File: src/rtl/hfp_pkg.sv
package hfp_pkg;
  localparam int HW      = 16;
  localparam int EXP_W   = 5;
  localparam int FRAC_W  = 10;
  localparam int FLAG_W  = 5;
  localparam int NV_BIT  = 4;
  localparam logic [HW-1:0] CANON_NAN = 16'h7E00;

  typedef enum logic [3:0] {
    OP_EQ       = 4'd0,
    OP_LT       = 4'd1,
    OP_LE       = 4'd2,
    OP_SGN_COPY = 4'd3,
    OP_SGN_FLIP = 4'd4,
    OP_SGN_XOR  = 4'd5,
    OP_MIN      = 4'd6,
    OP_MAX      = 4'd7,
    OP_TO_INT   = 4'd8,
    OP_TO_FP    = 4'd9
  } hfp_op_e;

  typedef struct packed {
    logic              sign;
    logic [EXP_W-1:0]  exp;
    logic [FRAC_W-1:0] frac;
  } half_t;

  typedef struct packed {
    logic nan;
    logic snan;
    logic zero;
  } half_info_t;
endpackage

File: src/rtl/hfp_unbox.sv
module hfp_unbox
  import hfp_pkg::*;
#(
  parameter int REG_W = 64
) (
  input  logic [REG_W-1:0] raw_i,
  output half_t            val_o,
  output half_info_t       info_o
);
  localparam int BOX_W = REG_W - HW;

  logic  boxed;
  half_t v;

  always_comb begin
    boxed = &raw_i[REG_W-1:HW];
    v     = boxed ? half_t'(raw_i[HW-1:0]) : half_t'(CANON_NAN);
    val_o = v;
    info_o.nan  = (&v.exp) && (|v.frac);
    info_o.snan = (&v.exp) && (|v.frac) && !v.frac[FRAC_W-1];
    info_o.zero = (v.exp == '0) && (v.frac == '0);
  end

  // a source with broken boxing never leaves as anything but the canonical NaN
  always_comb begin
    if (!(&raw_i[REG_W-1:HW]))
      a_r2_unboxed_canon: assert (val_o == CANON_NAN && info_o.nan && !info_o.snan)
        else $error("unbox: broken box not replaced, width %0d", BOX_W);
  end
endmodule

File: src/rtl/hfp_cmp.sv
module hfp_cmp
  import hfp_pkg::*;
(
  input  half_t      a_i,
  input  half_t      b_i,
  input  half_info_t a_inf_i,
  input  half_info_t b_inf_i,
  output logic       unord_o,
  output logic       eq_o,
  output logic       lt_o
);
  localparam int MAG_W = EXP_W + FRAC_W;

  logic [MAG_W-1:0] mag_a, mag_b;
  logic             both_zero, raw_lt, raw_eq;

  always_comb begin
    mag_a     = {a_i.exp, a_i.frac};
    mag_b     = {b_i.exp, b_i.frac};
    both_zero = a_inf_i.zero && b_inf_i.zero;
    if (both_zero)              raw_lt = 1'b0;
    else if (a_i.sign != b_i.sign) raw_lt = a_i.sign;
    else if (!a_i.sign)         raw_lt = mag_a < mag_b;
    else                        raw_lt = mag_a > mag_b;
    raw_eq  = both_zero || (a_i == b_i);
    unord_o = a_inf_i.nan || b_inf_i.nan;
    eq_o    = raw_eq && !unord_o;
    lt_o    = raw_lt && !unord_o;
  end

  // less-than and equal never hold at once
  always_comb begin
    a_r5_lt_eq_excl: assert (!(eq_o && lt_o)) else $error("cmp: lt and eq both set");
  end
endmodule

File: src/rtl/hfp_minmax.sv
module hfp_minmax
  import hfp_pkg::*;
(
  input  half_t      a_i,
  input  half_t      b_i,
  input  half_info_t a_inf_i,
  input  half_info_t b_inf_i,
  input  logic       lt_i,
  input  logic       is_max_i,
  output half_t      res_o
);
  logic both_zero, take_a;

  always_comb begin
    both_zero = a_inf_i.zero && b_inf_i.zero;
    if (both_zero) take_a = is_max_i ? !a_i.sign : a_i.sign;
    else           take_a = is_max_i ? !lt_i : lt_i;
    if (a_inf_i.nan && b_inf_i.nan) res_o = half_t'(CANON_NAN);
    else if (a_inf_i.nan)           res_o = b_i;
    else if (b_inf_i.nan)           res_o = a_i;
    else                            res_o = take_a ? a_i : b_i;
  end

  // the pick is always one operand or the canonical NaN
  always_comb begin
    a_r7_pick_source: assert (res_o == a_i || res_o == b_i || res_o == CANON_NAN)
      else $error("minmax: result from nowhere");
  end
endmodule

File: src/rtl/hfp_sgnj.sv
module hfp_sgnj
  import hfp_pkg::*;
(
  input  half_t      a_i,
  input  half_t      b_i,
  input  logic [1:0] mode_i,
  output half_t      res_o
);
  always_comb begin
    res_o = a_i;
    unique case (mode_i)
      2'd0:    res_o.sign = b_i.sign;
      2'd1:    res_o.sign = !b_i.sign;
      default: res_o.sign = a_i.sign ^ b_i.sign;
    endcase
  end

  // exponent and fraction pass through untouched
  always_comb begin
    a_r6_body_kept: assert (res_o.exp == a_i.exp && res_o.frac == a_i.frac)
      else $error("sgnj: body altered");
  end
endmodule

File: src/rtl/hfp_misc_unit.sv
module hfp_misc_unit
  import hfp_pkg::*;
#(
  parameter int REG_W = 64
) (
  input  logic [3:0]        op_i,
  input  logic [REG_W-1:0]  fs1_i,
  input  logic [REG_W-1:0]  fs2_i,
  input  logic [REG_W-1:0]  xs1_i,
  output logic [REG_W-1:0]  res_o,
  output logic [FLAG_W-1:0] fflags_o
);
  localparam int N_SRC = 2;
  localparam int UP_W  = REG_W - HW;

  logic [REG_W-1:0] src_raw [N_SRC];
  half_t            src_val [N_SRC];
  half_info_t       src_inf [N_SRC];

  assign src_raw[0] = fs1_i;
  assign src_raw[1] = fs2_i;

  for (genvar g = 0; g < N_SRC; g++) begin : g_unbox
    hfp_unbox #(.REG_W(REG_W)) u_unbox (
      .raw_i  (src_raw[g]),
      .val_o  (src_val[g]),
      .info_o (src_inf[g])
    );
  end

  logic  unord, eq, lt;
  half_t mm_res, sg_res;
  hfp_op_e op;
  logic    any_snan;

  assign op = hfp_op_e'(op_i);

  hfp_cmp u_cmp (
    .a_i(src_val[0]), .b_i(src_val[1]),
    .a_inf_i(src_inf[0]), .b_inf_i(src_inf[1]),
    .unord_o(unord), .eq_o(eq), .lt_o(lt)
  );

  hfp_minmax u_mm (
    .a_i(src_val[0]), .b_i(src_val[1]),
    .a_inf_i(src_inf[0]), .b_inf_i(src_inf[1]),
    .lt_i(lt), .is_max_i(op == OP_MAX), .res_o(mm_res)
  );

  hfp_sgnj u_sgnj (
    .a_i(src_val[0]), .b_i(src_val[1]),
    .mode_i(op_i[1:0] - 2'd3), .res_o(sg_res)
  );

  always_comb begin
    any_snan = src_inf[0].snan || src_inf[1].snan;
    res_o    = '0;
    fflags_o = '0;
    case (op)
      OP_EQ: begin
        res_o[0]         = eq;
        fflags_o[NV_BIT] = any_snan;
      end
      OP_LT: begin
        res_o[0]         = lt;
        fflags_o[NV_BIT] = unord;
      end
      OP_LE: begin
        res_o[0]         = lt || eq;
        fflags_o[NV_BIT] = unord;
      end
      OP_SGN_COPY, OP_SGN_FLIP, OP_SGN_XOR:
        res_o = {{UP_W{1'b1}}, sg_res};
      OP_MIN, OP_MAX: begin
        res_o            = {{UP_W{1'b1}}, mm_res};
        fflags_o[NV_BIT] = any_snan;
      end
      OP_TO_INT: res_o = {{UP_W{fs1_i[HW-1]}}, fs1_i[HW-1:0]};
      OP_TO_FP:  res_o = {{UP_W{1'b1}}, xs1_i[HW-1:0]};
      default: begin
        res_o    = '0;
        fflags_o = '0;
      end
    endcase
  end

  // Guards next to the output mux
  always_comb begin
    a_r3_only_invalid: assert (fflags_o[NV_BIT-1:0] == '0) else $error("flag other than invalid");
    if (op_i <= 4'd2)
      a_r3_cmp_zext: assert (res_o[REG_W-1:1] == '0) else $error("compare not zero-extended");
    if ((op_i == 4'd1 || op_i == 4'd2) && unord)
      a_r4_unordered: assert (res_o == '0 && fflags_o[NV_BIT]) else $error("unordered compare");
    if (op_i >= 4'd3 && op_i <= 4'd7)
      a_r6_boxed: assert (&res_o[REG_W-1:HW]) else $error("result not boxed");
    if (op_i == 4'd8)
      a_r9_sext: assert (res_o[REG_W-1:HW] == {UP_W{res_o[HW-1]}} && fflags_o == '0)
        else $error("move to integer not sign-extended");
    if (op_i == 4'd9)
      a_r10_box: assert (&res_o[REG_W-1:HW] && res_o[HW-1:0] == xs1_i[HW-1:0])
        else $error("move to FP not boxed");
    if (op_i >= 4'd10)
      a_r1_unused: assert (res_o == '0 && fflags_o == '0) else $error("unused code active");
  end
endmodule

File: config.mk
export PLATFORM = sky130hd
export DESIGN_NAME = hfp_misc_unit
export DESIGN_NICKNAME = d
export VERILOG_FILES = /design/src/rtl/hfp_pkg.sv /design/src/rtl/hfp_unbox.sv /design/src/rtl/hfp_cmp.sv /design/src/rtl/hfp_minmax.sv /design/src/rtl/hfp_sgnj.sv /design/src/rtl/hfp_misc_unit.sv
export SDC_FILE = /design/constraint.sdc
export NUM_CORES = 1
export LEC_CHECK = 0
export BUFFER_PORTS_ARGS = -buffer_cell sky130_fd_sc_hd__buf_2
export CAP_MARGIN = 5
export CORE_AREA = 2 2 104 106
export DETAILED_ROUTE_END_ITERATION = 8
export DIE_AREA = 0 0 106 108
export PLACE_DENSITY = 0.68
export SYNTH_ARGS = -nofsm -noshare
export SYNTH_HDL_FRONTEND = slang
export SYNTH_SLANG_ARGS = --single-unit
File: constraint.sdc
create_clock -name vclk -period 6.1
set_input_delay 0.305 -clock vclk [all_inputs]
set_output_delay 0.305 -clock vclk [all_outputs]
set_load 0.1 [all_outputs]
==> results.json <==
{
  "status": "finished clean",
  "setup_viol": 0,
  "rsz0062_at_grt": "false",
  "grt.total_usage": 0.153,
  "crit_fanout": 15,
  "vdd_drop_max_mv": 0.131,
  "drc": 0,
  "pre_cts_slack_ps": 788,
  "num-nets-final": 737,
  "placed_area_sq_um": 3280,
  "drt_pass1_iterations": 5,
  "fillers": 1170,
  "power.total_mw": 0.474,
  "nFlopsAndLatches": 0,
  "syn_area_per_cell_sq_um": 6.79,
  "coreArea_sq_um": 10200,
  "die_h_um": 108,
  "leakagePower_nw": 1.59,
  "fmax_mhz": 187,
  "report.final.slew_viol_count": 0,
  "fin_tns_setup_ps": 0,
  "synth_cell_types": 62,
  "post-cts-setup-buffers": 0,
  "tightest_slew_ps": 948,
  "grt_pass1_vias": 3009,
  "syn_area_sq_um": 2440,
  "num_vias": 3351,
  "wl_per_cell_um": 14.7,
  "period_share": 0.878,
  "grt_start_max_net_pins": 49,
  "start_util": 0.238,
  "cellPowerDensity_nw_per_um2": 144,
  "hp-class": "input port to output pin",
  "area.sequential_sq_um": 0,
  "grt_first_pass_wirelength_mm": 14.4,
  "worstSetupPathType": "input port to output pin",
  "die-area_sq_um": 11400,
  "synth_top_area_share": 0.157,
  "fin_area_sq_um": 3290,
  "multi_input_area_sq_um": 2000,
  "io_pins": 265,
  "row_count": 37,
  "drt_wl_total_mm": 9.64,
  "gp_congestion": 0.981,
  "area_delta_synth_final_pct": 34.7,
  "fin_util": 0.321,
  "cts_resized": 0,
  "drive_gt1_frac": 0.446,
  "yosysMostFrequentCell": "buf_4",
  "hold_violations": 0,
  "via_per_inst": 5.10,
  "overflow": 0,
  "hold_buffers": 0,
  "ys.warnings.count": 0,
  "synth_area_leaders": "buf_4, ha_1, nand4_1",
  "first_iter_violations": 258,
  "required_ps": 5790,
  "die_w_um": 106,
  "ys_seq_area_frac": 0,
  "antenna_left": 0,
  "max-slew-margin-rel": 0.367,
  "nClkBuffers": 0,
  "arrival_ps": 5050,
  "antenna_found_initial": 0,
  "netlist_top_cells_count": "buf_4, nand2_1, nand4_1",
  "fin_crit_ps": 5360,
  "endpoint_kind": "output pin",
  "worst_slack_ps": 742,
  "start_kind": "input port",
  "syn_inst": 359,
  "yosys.area.top_type": "buf_4",
  "portBuffers": 213,
  "maxCapViolCount": 0,
  "dp_hpwl_mm": 8.23
}
==> per-stage QoR <==
stage                     hold slack (ps)  std cells
after detailed placement             1130        656
after global placement               1140        656
after CTS                            1140        656
after global routing                 1160        656
final                                1130        657
after floorplan                      1050        362
==> cell families (layout without fill, tap and decap cells) <==
| group | after synthesis | in the layout | share of synthesized area |
|---|---|---|---|
| muxes | 3 | 3 | 0.0128 |
| adders and majority gates | 20 | 20 | 0.102 |
| AOI/OAI and AO/OA | 94 | 94 | 0.283 |
| buffers and inverters | 64 | 222 | 0.184 |
| and+or+nand+nor | 174 | 174 | 0.406 |
| other | 1 | 5 | 0.00154 |
| xor gates and xnor gates | 3 | 3 | 0.0108 |
==> where the power goes <==
group          switching, mW  internal, mW
registers                  0             0
clock network              0  0.0000000219
logic                  0.398        0.0756
total                  0.398        0.0756
==> metal layers <==
metal | wire length, um | global-route usage | vias up
met4 | 114 | 0.0254 | 0
li1 | - | - | 1663
met5 | 0 | 0 | -
met2 | 4760 | 0.290 | 182
met3 | 864 | 0.0229 | 11
met1 | 3900 | 0.184 | 1495
==> path summary, 6_finish.rpt <==
path              cells past startpoint  slack [ps]        end       from
setup / recovery                     15         740   res_o[0]  fs1_i[30]
hold / removal                        4        1130  res_o[12]  xs1_i[12]
==> cell usage in the layout, fill, tap and decap left out, types with 3 or more instances in the layout <==
| master | n |
|---|---|
| nand2_1 | 37 |
| o21ai_0 | 15 |
| nor2b_1 | 3 |
| nor2_1 | 24 |
| a21oi_1 | 10 |
| a22oi_1 | 11 |
| inv_1 | 6 |
| and3_1 | 8 |
| o21a_1 | 10 |
| buf_2 | 213 |
| or2b_1 | 3 |
| nor3_1 | 9 |
| nand3_1 | 10 |
| a21o_1 | 4 |
| conb_1 | 4 |
| o21ai_1 | 4 |
| nand2b_1 | 3 |
| nor4_1 | 11 |
| and4_1 | 4 |
| and2_1 | 14 |
| ha_1 | 19 |
| nand4_1 | 36 |
| buf_4 | 3 |
| o211ai_1 | 15 |
==> critical path: stages <==
cell     delay (ps)
buf_2            70
nand4_1         110
nor4_2          560
and3_1          620
or2b_1          300
ha_1            290
and4_1          260
nand3_1         120
or4b_1          610
a311o_1         380
a31o_4          290
a21oi_4         380
nor3_1          100
a311o_1         350
buf_2           300
==> layout make-up <==
type / instances / area share
inverter: 6 / 0.00685
antenna: 1 / 0.000762
multi-input combinational: 298 / 0.609
tap: 136 / 0.0518
timing repair buffer: 216 / 0.331
Note: power is estimated with default switching activity, not from simulation.
